`src/rtl/xlat_pkg.sv`:
```
package xlat_pkg;
  typedef enum logic [2:0] {
    ST_IDLE  = 3'd0,
    ST_L1    = 3'd1,
    ST_L2    = 3'd2,
    ST_DONE  = 3'd3,
    ST_FAULT = 3'd4
  } state_e;

  typedef enum logic [1:0] {
    SZ_SECTION = 2'd0,
    SZ_LARGE   = 2'd1,
    SZ_SMALL   = 2'd2
  } size_e;

  localparam logic [1:0] KIND_FAULT = 2'b00;
  localparam logic [1:0] KIND_LINK  = 2'b01;
  localparam logic [1:0] KIND_SECT  = 2'b10;
endpackage

```
`src/rtl/xlat_base_reg.sv`:
```
module xlat_base_reg #(
  parameter int BASE_W = 18
) (
  input  logic              clk_i,
  input  logic              rst_ni,
  input  logic              idle_i,
  input  logic              we_i,
  input  logic [BASE_W-1:0] wdata_i,
  output logic [BASE_W-1:0] base_o
);
  always_ff @(posedge clk_i or negedge rst_ni) begin
    if (!rst_ni) base_o <= '0;
    else if (we_i && idle_i) base_o <= wdata_i;
  end
endmodule

```
`src/rtl/xlat_desc_decode.sv`:
```
module xlat_desc_decode #(
  parameter int LEVEL = 1
) (
  input  logic [1:0]      kind_i,
  output logic            fault_o,
  output logic            link_o,
  output xlat_pkg::size_e size_o
);
  import xlat_pkg::*;

  generate
    if (LEVEL == 1) begin : g_first
      always_comb begin
        fault_o = (kind_i == KIND_FAULT) || (kind_i == 2'b11);
        link_o  = (kind_i == KIND_LINK);
        size_o  = SZ_SECTION;
      end
    end else begin : g_second
      always_comb begin
        fault_o = (kind_i == KIND_FAULT);
        link_o  = 1'b0;
        size_o  = (kind_i == KIND_LINK) ? SZ_LARGE : SZ_SMALL;
      end
    end
  endgenerate
endmodule

```
`src/rtl/xlat_addr_gen.sv`:
```
module xlat_addr_gen #(
  parameter int VA_W        = 32,
  parameter int L1_IDX_W    = 12,
  parameter int L2_IDX_W    = 8,
  parameter int LARGE_OFF_W = 16,
  parameter int SMALL_OFF_W = 12,
  parameter int BASE_W      = VA_W - L1_IDX_W - 2,
  parameter int TBL_W       = VA_W - L2_IDX_W - 2
) (
  input  logic [BASE_W-1:0] base_i,
  input  logic [VA_W-1:0]   va_i,
  input  logic [TBL_W-1:0]  tbl_i,
  input  logic [VA_W-1:0]   leaf_i,
  input  xlat_pkg::size_e   size_i,
  output logic [VA_W-1:0]   l1_addr_o,
  output logic [VA_W-1:0]   l2_addr_o,
  output logic [VA_W-1:0]   pa_o
);
  import xlat_pkg::*;

  localparam int SEC_OFF_W = VA_W - L1_IDX_W;

  assign l1_addr_o = {base_i, va_i[VA_W-1 -: L1_IDX_W], 2'b00};
  assign l2_addr_o = {tbl_i, va_i[SEC_OFF_W-1 -: L2_IDX_W], 2'b00};

  always_comb begin
    unique case (size_i)
      SZ_SECTION: pa_o = {leaf_i[VA_W-1:SEC_OFF_W], va_i[SEC_OFF_W-1:0]};
      SZ_LARGE:   pa_o = {leaf_i[VA_W-1:LARGE_OFF_W], va_i[LARGE_OFF_W-1:0]};
      default:    pa_o = {leaf_i[VA_W-1:SMALL_OFF_W], va_i[SMALL_OFF_W-1:0]};
    endcase
  end
endmodule

```
`src/rtl/xlat_walker.sv`:
```
module xlat_walker #(
  parameter int VA_W        = 32,
  parameter int L1_IDX_W    = 12,
  parameter int L2_IDX_W    = 8,
  parameter int LARGE_OFF_W = 16,
  parameter int SMALL_OFF_W = 12,
  parameter int BASE_W      = VA_W - L1_IDX_W - 2
) (
  input  logic              clk_i,
  input  logic              rst_ni,
  input  logic              base_we_i,
  input  logic [BASE_W-1:0] base_wdata_i,
  input  logic              req_valid_i,
  input  logic [VA_W-1:0]   req_va_i,
  output logic              req_ready_o,
  output logic              mem_req_o,
  output logic [VA_W-1:0]   mem_addr_o,
  input  logic              mem_rvalid_i,
  input  logic [VA_W-1:0]   mem_rdata_i,
  output logic              done_o,
  output logic [VA_W-1:0]   pa_o,
  output logic [1:0]        size_o,
  output logic              fault_o,
  output logic              fault_lvl_o
);
  import xlat_pkg::*;

  localparam int TBL_W = VA_W - L2_IDX_W - 2;

  state_e            state_q;
  logic              issued_q;
  logic [VA_W-1:0]   va_q;
  logic [TBL_W-1:0]  tbl_q;
  logic [VA_W-1:0]   pa_q;
  size_e             size_q;
  logic              flt_lvl_q;
  logic [BASE_W-1:0] base_q;

  logic              idle;
  logic              resp;
  logic              f1_fault, f1_link;
  logic              f2_fault, f2_link;
  size_e             f1_size, f2_size, leaf_size;
  logic [VA_W-1:0]   l1_addr, l2_addr, pa_next;

  assign idle = (state_q == ST_IDLE);
  assign resp = issued_q && mem_rvalid_i;

  xlat_base_reg #(.BASE_W(BASE_W)) u_base (
    .clk_i   (clk_i),
    .rst_ni  (rst_ni),
    .idle_i  (idle),
    .we_i    (base_we_i),
    .wdata_i (base_wdata_i),
    .base_o  (base_q)
  );

  xlat_desc_decode #(.LEVEL(1)) u_dec1 (
    .kind_i  (mem_rdata_i[1:0]),
    .fault_o (f1_fault),
    .link_o  (f1_link),
    .size_o  (f1_size)
  );

  xlat_desc_decode #(.LEVEL(2)) u_dec2 (
    .kind_i  (mem_rdata_i[1:0]),
    .fault_o (f2_fault),
    .link_o  (f2_link),
    .size_o  (f2_size)
  );

  assign leaf_size = (state_q == ST_L2) ? f2_size : f1_size;

  xlat_addr_gen #(
    .VA_W        (VA_W),
    .L1_IDX_W    (L1_IDX_W),
    .L2_IDX_W    (L2_IDX_W),
    .LARGE_OFF_W (LARGE_OFF_W),
    .SMALL_OFF_W (SMALL_OFF_W),
    .BASE_W      (BASE_W),
    .TBL_W       (TBL_W)
  ) u_agen (
    .base_i    (base_q),
    .va_i      (va_q),
    .tbl_i     (tbl_q),
    .leaf_i    (mem_rdata_i),
    .size_i    (leaf_size),
    .l1_addr_o (l1_addr),
    .l2_addr_o (l2_addr),
    .pa_o      (pa_next)
  );

  always_ff @(posedge clk_i or negedge rst_ni) begin
    if (!rst_ni) begin
      state_q   <= ST_IDLE;
      issued_q  <= 1'b0;
      va_q      <= '0;
      tbl_q     <= '0;
      pa_q      <= '0;
      size_q    <= SZ_SECTION;
      flt_lvl_q <= 1'b0;
    end else begin
      unique case (state_q)
        ST_IDLE: begin
          if (req_valid_i) begin
            va_q     <= req_va_i;
            issued_q <= 1'b0;
            state_q  <= ST_L1;
          end
        end
        ST_L1: begin
          if (!issued_q) begin
            issued_q <= 1'b1;
          end else if (resp) begin
            issued_q <= 1'b0;
            if (f1_fault) begin
              flt_lvl_q <= 1'b0;
              state_q   <= ST_FAULT;
            end else if (f1_link) begin
              tbl_q   <= mem_rdata_i[VA_W-1 -: TBL_W];
              state_q <= ST_L2;
            end else begin
              pa_q    <= pa_next;
              size_q  <= f1_size;
              state_q <= ST_DONE;
            end
          end
        end
        ST_L2: begin
          if (!issued_q) begin
            issued_q <= 1'b1;
          end else if (resp) begin
            issued_q <= 1'b0;
            if (f2_fault || f2_link) begin
              flt_lvl_q <= 1'b1;
              state_q   <= ST_FAULT;
            end else begin
              pa_q    <= pa_next;
              size_q  <= f2_size;
              state_q <= ST_DONE;
            end
          end
        end
        default: state_q <= ST_IDLE;
      endcase
    end
  end

  assign req_ready_o = idle;
  assign mem_req_o   = ((state_q == ST_L1) || (state_q == ST_L2)) && !issued_q;
  assign mem_addr_o  = (state_q == ST_L2) ? l2_addr : l1_addr;
  assign done_o      = (state_q == ST_DONE);
  assign fault_o     = (state_q == ST_FAULT);
  assign pa_o        = pa_q;
  assign size_o      = size_q;
  assign fault_lvl_o = flt_lvl_q;
endmodule

```
`config.mk`:
```
export PLATFORM = sky130hd
export DESIGN_NAME = xlat_walker
export DESIGN_NICKNAME = d
export VERILOG_FILES = /design/src/rtl/xlat_pkg.sv /design/src/rtl/xlat_base_reg.sv /design/src/rtl/xlat_desc_decode.sv /design/src/rtl/xlat_addr_gen.sv /design/src/rtl/xlat_walker.sv
export SDC_FILE = /design/constraint.sdc
export NUM_CORES = 1
export LEC_CHECK = 0
export CAP_MARGIN = 20
export CELL_PAD_IN_SITES_DETAIL_PLACEMENT = 0
export CELL_PAD_IN_SITES_GLOBAL_PLACEMENT = 1
export CORE_AREA = 8 8 125 127
export DETAILED_ROUTE_END_ITERATION = 10
export DIE_AREA = 0 0 133 135
export HOLD_SLACK_MARGIN = 0.1
export PLACE_DENSITY = 0.84
export SETUP_SLACK_MARGIN = 0.15
export SYNTH_ARGS = -nofsm -noshare
export SYNTH_HDL_FRONTEND = slang
export SYNTH_SLANG_ARGS = --single-unit
export TNS_END_PERCENT = 10
```
`constraint.sdc`:
```
create_clock -name clk_i -period 2.4 [get_ports clk_i]
set_clock_uncertainty 0.05 [all_clocks]
set_input_delay 0.48 -clock clk_i [delete_from_list [all_inputs] [get_ports clk_i]]
set_output_delay 0.48 -clock clk_i [all_outputs]
set_load 0.02 [all_outputs]
```
==> results.json, run 1 <==
{
  "synthAdderAreaFrac_pct": 0.755,
  "diodes": 0,
  "syn_area_per_cell_um2": 15.5,
  "fillers": 1172,
  "powerDensity_nw_per_um2": 1330,
  "area_delta_synth_final_pct": 45.9,
  "grt_max_degree": 42,
  "ios": 158,
  "synth_most_common_cell": "mux2_2",
  "grt_setup_unrepaired": "true",
  "first_global_vias": 3635,
  "place_area_um2": 6780,
  "clk_latency_ns": 0.35,
  "synth.mux.area_fraction_pct": 34.4,
  "syn_area_um2": 4970,
  "crit_required_ns": 1.87,
  "synth.top_cell.area_share_pct": 55.9,
  "fin_total_pwr_mw": 9.65,
  "fin_area_um2": 7250,
  "wl_per_cell_um": 18.8,
  "drtPass1Iterations": 5,
  "p_int_mw": 6.47,
  "final_util_pct": 53.3,
  "dp.final_hpwl_mm": 9.12,
  "ys_warn_count": 0,
  "drive_above_1_share_pct": 46.0,
  "dp_cells": 656,
  "start_util_pct": 36.5,
  "drt_iter0_markers": 82,
  "crit_type": "reg2out",
  "fin_setup_tns_ns": 0,
  "swShare_pct": 33.0,
  "die_w_um": 133,
  "period_share_pct": 99.2,
  "synth-seq-cells": 111,
  "cts_tree": "yes",
  "die_h_um": 135,
  "yosysSeqAreaShare_pct": 55.9,
  "ys_top_cells_by_area": "dfrtp_1, mux2_2, mux2_4",
  "grtUsageTotal_pct": 14.1,
  "synth-simple-area-share_pct": 3.17,
  "root_buffer": "clkbuf_16",
  "cp_max_fo": 12,
  "coreArea_um2": 13600,
  "cts_buffers": 9,
  "place_ws_ns": -0.353,
  "setup_ws_ns": 0.0196,
  "rr_worst_depth": 7,
  "drc": 0,
  "vias_per_cell": 4.74,
  "p_seq_share_pct": 34.3,
  "row_count": 43,
  "h-tree-depth": 3,
  "yosysTopAreaCell": "dfrtp_1",
  "synth_edf_count": 0,
  "clock_path_buffers": 2,
  "hold_violations": 0,
  "p_clk_share_pct": 17.0,
  "wirelength_mm": 12.7,
  "vdd_drop_max_uv": 641,
  "power.switching_mw": 3.18,
  "clk_pin_slew_worst_paths_ns": 0.07,
  "synth_ff_type": "dfrtp_1",
  "final_nets": 583,
  "cts.sinks": 111,
  "crit_path_end_kind": "output port",
  "worstHoldPathType": "reg2reg",
  "overflow": 0,
  "num_vias": 3213,
  "stdcell_count": 678,
  "drv_slew": 0,
  "ys_types": 36,
  "place_congestion": 0.769,
  "synth_top_family_by_area": "multiplexers",
  "antenna_found_initial": 0,
  "synth_xor_area_share_pct": 0.176,
  "drv_cap": 0,
  "crit_path_start_kind": "flop",
  "synth_commonest_cells": "mux2_2, dfrtp_1, mux2_4",
  "hold_slack_ns": 0.454,
  "async_flop_share_pct": 100,
  "max_freq_mhz": 420,
  "setup_viol": 0,
  "die_area_um2": 18000,
  "port_buffers": 147,
  "ant_nets": 0,
  "synth-compound-area-share_pct": 2.11,
  "cp.arrival_ns": 1.85,
  "grt_pass1_wl_mm": 20.0,
  "power.leakage_nw": 3.19,
  "netlist_instances": 321,
  "hold_path_depth": 1,
  "outcome": "finished clean",
  "min_period_ns": 2.38,
  "p_comb_share_pct": 48.8
}
[state kept, by name (all words and copies together) (netlist names)]
name           flops
issued_q           1
tbl_q             22
size_o             2
va_q              32
fault_lvl_o        1
pa_o              32
state_q            3
u_base.base_o     18
[worst paths after layout]
kind | endpoint | slack, ns | from
min in group asynchronous | issued_q | 0.58 | rst_ni
setup reg to reg | pa_o[7] | 0.08 | state_q[0]
hold / removal | va_q[26] | 0.45 | va_q[26]
setup / recovery | mem_addr_o[2] | 0.02 | state_q[0]
max in group asynchronous | u_base.base_o[3] | 1.14 | rst_ni
hold reg to reg | va_q[26] | 0.45 | va_q[26]
[critical path: stages, from the launching register on]
cell and delay, ns:
dfrtp_1 0.38, or3b_4 0.49, buf_12 0.19, mux2_2 0.28, buf_2 0.16
[power groups by stage]
stage	Clock, mW	Combinational, mW	Sequential, mW
floorplan	0	2.45	3.53
global placement	0	4.55	3.29
detailed placement	0	4.63	3.33
CTS	1.70	4.53	3.31
global route	1.77	5.00	3.43
finish	1.64	4.71	3.31
[kinds of logic (layout without fill, tap and decap cells)]
group,after synthesis,after routing
DFF,111,111
adders and majority gates,3,3
and+or+nand+nor,25,25
other,1,2
AOI/OAI and AO/OA,14,14
xor gates and xnor gates,1,1
muxes,142,142
buffers and inverters,24,200
[cells in the final DEF, fill, tap and decap left out, types with 2 or more instances in the layout]
cell type and count:
a21oi_1 2, buf_12 6, buf_2 5, buf_4 25, buf_6 24, bufinv_16 2, clkbuf_16 11, clkbuf_8 2
clkdlybuf4s50_1 110, conb_1 2, dfrtp_1 111, dlygate4sd2_1 6, ha_1 2, inv_1 3, mux2_2 107, mux2_4 35
nand2_1 4, nor2_1 3, nor3_1 3, nor3b_1 3, o21ai_0 3, o22ai_1 3, or3b_4 2
[area by class of cell]
class / count / area (um2) / area share [%]
clock inverters: 4 / 76.3 / 1.05
inverters: 4 / 15.0 / 0.207
well taps: 180 / 225 / 3.11
clock buffers: 12 / 256 / 3.54
repair buffers: 180 / 1830 / 25.3
flip-flops and latches: 111 / 2780 / 38.3
multi-input cells: 187 / 2070 / 28.5
[timing repair]
item	in CTS	in global routing
pin swaps	3	1
gates resized for setup	157	33
setup buffers	0	3
hold endpoints to repair	29	0
setup endpoints to repair	66	31
gates cloned	0	2
hold buffers	1	0
[metal layers]
layer	GRT usage, %	wire, um	vias to the layer above
li1	-	-	1493
met3	4.61	799	13
met1	17.1	5690	1625
met2	22.6	6010	82
met5	0	0	-
met4	5.87	223	0
(Power assumes the default switching activity.)
==> inputs of run 2 (changes only) <==
- clock period: 2.4 -> 2.25 ns (I/O delays scaled with it)
==> results.json, run 2 (same netlist as run 1, synthesis figures left out) <==
{
  "slowest_stage": "or3b_4",
  "drt_iter0_markers": 176,
  "layout_commonest_cell": "dfrtp_1",
  "clock_path_buffers": 2,
  "setup_viol": 27,
  "p_int_mw": 6.65,
  "coreArea_um2": 13600,
  "grt_pass1_wl_mm": 20.1,
  "clk_pin_slew_worst_paths_ns": 0.07,
  "root_buffer": "clkbuf_16",
  "crit_family": "simple AND/OR/NAND/NOR gates",
  "drtPass1Iterations": 4,
  "setup_ws_ns": -0.0515,
  "start_util_pct": 36.5,
  "diodes": 0,
  "fin_area_um2": 7090,
  "fin_total_pwr_mw": 10.0,
  "die_w_um": 133,
  "area_delta_synth_final_pct": 42.6,
  "drv_slew": 0,
  "crit_required_ns": 1.75,
  "p_clk_share_pct": 16.5,
  "ant_nets": 0,
  "critPathBufInv": 2,
  "grtUsageTotal_pct": 14.1,
  "drv_cap": 0,
  "outcome": "complete, but fails checks",
  "power.leakage_nw": 3.10,
  "cts.sinks": 111,
  "first_global_vias": 3586,
  "num_vias": 3156,
  "tightest_slew_ns": 0.623,
  "place_congestion": 0.741,
  "min_period_ns": 2.30,
  "crit_path_end_kind": "output port",
  "swShare_pct": 33.6,
  "hold_violations": 0,
  "clk_latency_ns": 0.35,
  "final_nets": 575,
  "cts_buffers": 9,
  "cp_max_fo": 22,
  "die_h_um": 135,
  "wl_per_cell_um": 18.3,
  "place_area_um2": 6790,
  "row_count": 43,
  "period_share_pct": 102,
  "die_area_um2": 18000,
  "max_freq_mhz": 434,
  "worstHoldPathType": "in2async",
  "place_ws_ns": -0.414,
  "overflow": 0,
  "hold_buffers": 0,
  "cp.arrival_ns": 1.80,
  "cp_cell_sequence": "or3b_4, buf_12, mux2_2, buf_2",
  "dp.final_hpwl_mm": 8.88,
  "wirelength_mm": 12.2,
  "drc": 0,
  "port_buffers": 147,
  "grt_setup_unrepaired": "true",
  "h-tree-depth": 3,
  "vias_per_cell": 4.71,
  "violations": "setup timing",
  "grt_max_degree": 112,
  "powerDensity_nw_per_um2": 1410,
  "power.switching_mw": 3.36,
  "drive_above_1_share_pct": 45.7,
  "cts_tree": "yes",
  "relSlewSlack_pct": 58.5,
  "antenna_found_initial": 0,
  "crit_type": "reg2out",
  "final_cell_mix": "dfrtp_1, mux2_2, clkdlybuf4s50_1",
  "p_comb_share_pct": 48.4,
  "max_stage_delay_ns": 0.43,
  "p_seq_share_pct": 35.1,
  "crit_path_start_kind": "flop",
  "vdd_drop_max_uv": 583,
  "ios": 158,
  "fillers": 1174
}
run 2: worst paths after layout:
check	startpoint	to	slack (ns)	cells past startpoint
worst max-delay path	state_q[0]	mem_addr_o[13]	-0.05	4
worst min-delay path	rst_ni	tbl_q[18]	0.08	2
worst max register to register	state_q[0]	pa_o[9]	0.08	7
worst min register to register	tbl_q[1]	tbl_q[1]	0.45	1
max in group asynchronous	rst_ni	issued_q	1.56	2
min in group clk_i	tbl_q[1]	tbl_q[1]	0.45	1
run 2: area by class of cell:
class,instances,area (um2),share of cell area (%)
sequential,111,2780,39.2
tap,180,225,3.18
clock buffer,12,256,3.62
inverter,4,15.0,0.212
multi-input combinational,187,2060,29.1
timing repair buffer,172,1700,23.9
clock inverter,4,52.6,0.742
run 2: routing by layer:
| layer | part of all wire, % | global-route usage, % |
|---|---|---|
| met4 | 1.7 | 6.06 |
| met1 | 45 | 17.5 |
| met3 | 6.0 | 4.31 |
| met2 | 48 | 22.4 |
| met5 | 0 | 0 |
run 2: through the flow:
| step | instances | hold slack (ns) | setup TNS [ns] | utilization [%] |
|---|---|---|---|---|
| final | 670 | 0.0824 | -0.605 | 52.1 |
| after global routing | 670 | 0.149 | -2.41 | 52.1 |
| after CTS | 670 | 0.147 | -1.35 | 51.5 |
| after detailed placement | 654 | 0.440 | -22.77 | 49.8 |
| after global placement | 654 | 0.433 | -21.25 | 49.8 |
| after floorplan | 322 | 0.104 | 0 | - |
run 2: worst reg2reg max path, delay by kind of cell, from the launching register on:
| family | cells | cell delay [ns] |
|---|---|---|
| buf+inv | 3 | 0.51 |
| flops | 1 | 0.38 |
| simple gates | 2 | 0.61 |
| mux | 1 | 0.33 |
| compound gates | 1 | 0.18 |
run 2: power groups by stage:
stage	registers (mW)	clock network (mW)	logic, mW
finish	3.51	1.66	4.84
global route	3.65	1.78	5.16
CTS	3.53	1.69	4.74
detailed placement	3.55	0	4.95
global placement	3.51	0	4.86
floorplan	3.76	0	2.62
run 2: repair_timing:
action                     4_1_cts  5_1_grt
pin swaps                        1        0
cloned                           0        0
buffers inserted                 0        0
resized for setup              145       30
setup endpoints to repair       88       68
==> inputs of run 3 (changes only) <==
- CORE_AREA: 8 8 125 127 -> 8 8 91 175
- DIE_AREA: 0 0 133 135 -> 0 0 99 183
- PLACE_DENSITY: 0.84 -> 0.83
==> results.json, run 3 (same netlist as run 1, synthesis figures left out) <==
{
  "overflow": 0,
  "crit_type": "reg2out",
  "drv_slew": 0,
  "drt_iter0_markers": 96,
  "cts.sinks": 111,
  "power.leakage_nw": 3.10,
  "dp.final_hpwl_mm": 9.26,
  "start_util_pct": 36.4,
  "vdd_drop_max_uv": 711,
  "cp.arrival_ns": 1.81,
  "powerDensity_nw_per_um2": 1400,
  "grt_max_degree": 45,
  "wirelength_mm": 12.4,
  "crit_path_start_kind": "flop",
  "clk_pin_slew_worst_paths_ns": 0.07,
  "outcome": "complete, but fails checks",
  "port_buffers": 147,
  "place_ws_ns": -0.412,
  "grtUsageTotal_pct": 14.1,
  "clk_latency_ns": 0.35,
  "grt_setup_unrepaired": "true",
  "crit_required_ns": 1.75,
  "violations": "setup timing",
  "setup_viol": 22,
  "max_freq_mhz": 432,
  "root_buffer": "clkbuf_16",
  "drv_cap": 0,
  "hold_violations": 0,
  "reg2reg_to": "pa_o[26]",
  "holdPathEnd": "tbl_q[20]",
  "antenna_found_initial": 0,
  "grt_pass1_wl_mm": 20.0,
  "final_cell_mix": "dfrtp_1, mux2_2, clkdlybuf4s50_1",
  "min_from": "tbl_q[20]",
  "coreArea_um2": 13700,
  "h-tree-depth": 3,
  "vias_per_cell": 4.86,
  "place_congestion": 0.772,
  "cts_buffers": 9,
  "crit_path_end_kind": "output port",
  "num_vias": 3173,
  "final_util_pct": 51.7,
  "min_period_ns": 2.31,
  "final_nets": 581,
  "cp_max_fo": 21,
  "reg2reg_slack_ns": 0.08,
  "drc": 0,
  "layout_commonest_cell": "dfrtp_1",
  "drtPass1Iterations": 4,
  "wl_per_cell_um": 18.9,
  "hold_path_depth": 1,
  "worstHoldPathType": "reg2reg",
  "period_share_pct": 103,
  "diodes": 0,
  "first_global_vias": 3555,
  "die_h_um": 183,
  "clock_path_buffers": 2,
  "ios": 158,
  "drive_above_1_share_pct": 46.8,
  "setup_ws_ns": -0.0636,
  "cts_tree": "yes",
  "place_area_um2": 6800,
  "ant_nets": 0,
  "r2r_start": "state_q[0]",
  "fin_area_um2": 7060,
  "area_delta_synth_final_pct": 42.1,
  "row_count": 61,
  "die_w_um": 99,
  "die_area_um2": 18100,
  "rr_worst_depth": 7
}
[run 3: cell types whose count changed in the layout (fill, tap and decap cells not counted), moves of 2 or more]
| cell | previous run | this run |
|---|---|---|
| buf_6 | 15 | 13 |
| buf_4 | 24 | 31 |
| dlygate4sd2_1 | 2 | 4 |
| clkdlybuf4s15_1 | 2 | 0 |
[run 3: worst max-delay path, cell delays in order (launching register included)]
cell     delay (ns)
dfrtp_1        0.38
or3b_4         0.44
buf_12         0.18
mux2_2         0.30
buf_4          0.16
[run 3: metrics by stage]
| step | hold WS [ns] | power (mW) | cells | TNS (ns) |
|---|---|---|---|---|
| 5_1_grt | 0.467 | 10.5 | 653 | -2.21 |
| 3_3_place_gp | 0.338 | 8.42 | 635 | -22.79 |
| 3_5_place_dp | 0.335 | 8.52 | 635 | -23.59 |
| 4_1_cts | 0.456 | 9.94 | 653 | -1.53 |
| 2_1_floorplan | 0.104 | 6.38 | 322 | 0 |
| 6_report | 0.452 | 9.89 | 653 | -0.753 |
[run 3: power breakdown]
| part | switching, mW | internal [mW] | total (mW) |
|---|---|---|---|
| clock network | 0.749 | 0.789 | 1.54 |
| logic | 2.10 | 2.75 | 4.85 |
| registers | 0.539 | 2.96 | 3.50 |
[run 3: how the worst max path moves through the flow]
stage | cells after the start | to | slack (ns) | start
after floorplan | 6 | pa_o[0] | 0.15 | mem_rdata_i[0]
after global placement | 7 | pa_o[27] | -0.39 | mem_rdata_i[1]
after detailed placement | 7 | pa_o[27] | -0.41 | mem_rdata_i[1]
after CTS | 4 | mem_addr_o[16] | -0.09 | state_q[0]
after global routing | 4 | mem_addr_o[16] | -0.11 | state_q[0]
final | 4 | mem_addr_o[16] | -0.06 | state_q[0]
[run 3: area by class of cell]
type                       instances  area, um2
clock buffer                      10        239
clock inverter                     6       43.8
fill                            1146       6600
inverter                           4       15.0
multi-input combinational        187       2060
sequential                       111       2780
tap                              157        196
timing repair buffer             178       1730
[run 3: layer usage]
layer / vias to the layer above / routed length [um] / track usage [%]
met1: 1549 / 5450 / 17.5
met2: 128 / 5430 / 20.8
li1: 1485 / - / -
met5: - / 0 / 0
met4: 0 / 146 / 4.09
met3: 11 / 1350 / 7.14
[run 3: repair_timing]
| action | CTS | global route |
|---|---|---|
| setup buffers | 1 | 0 |
| gates resized for setup | 150 | 22 |
| setup endpoints to repair | 88 | 83 |
| pin swaps | 2 | 1 |
| endpoints found under the hold margin | 23 | 0 |
| hold buffers | 1 | 0 |
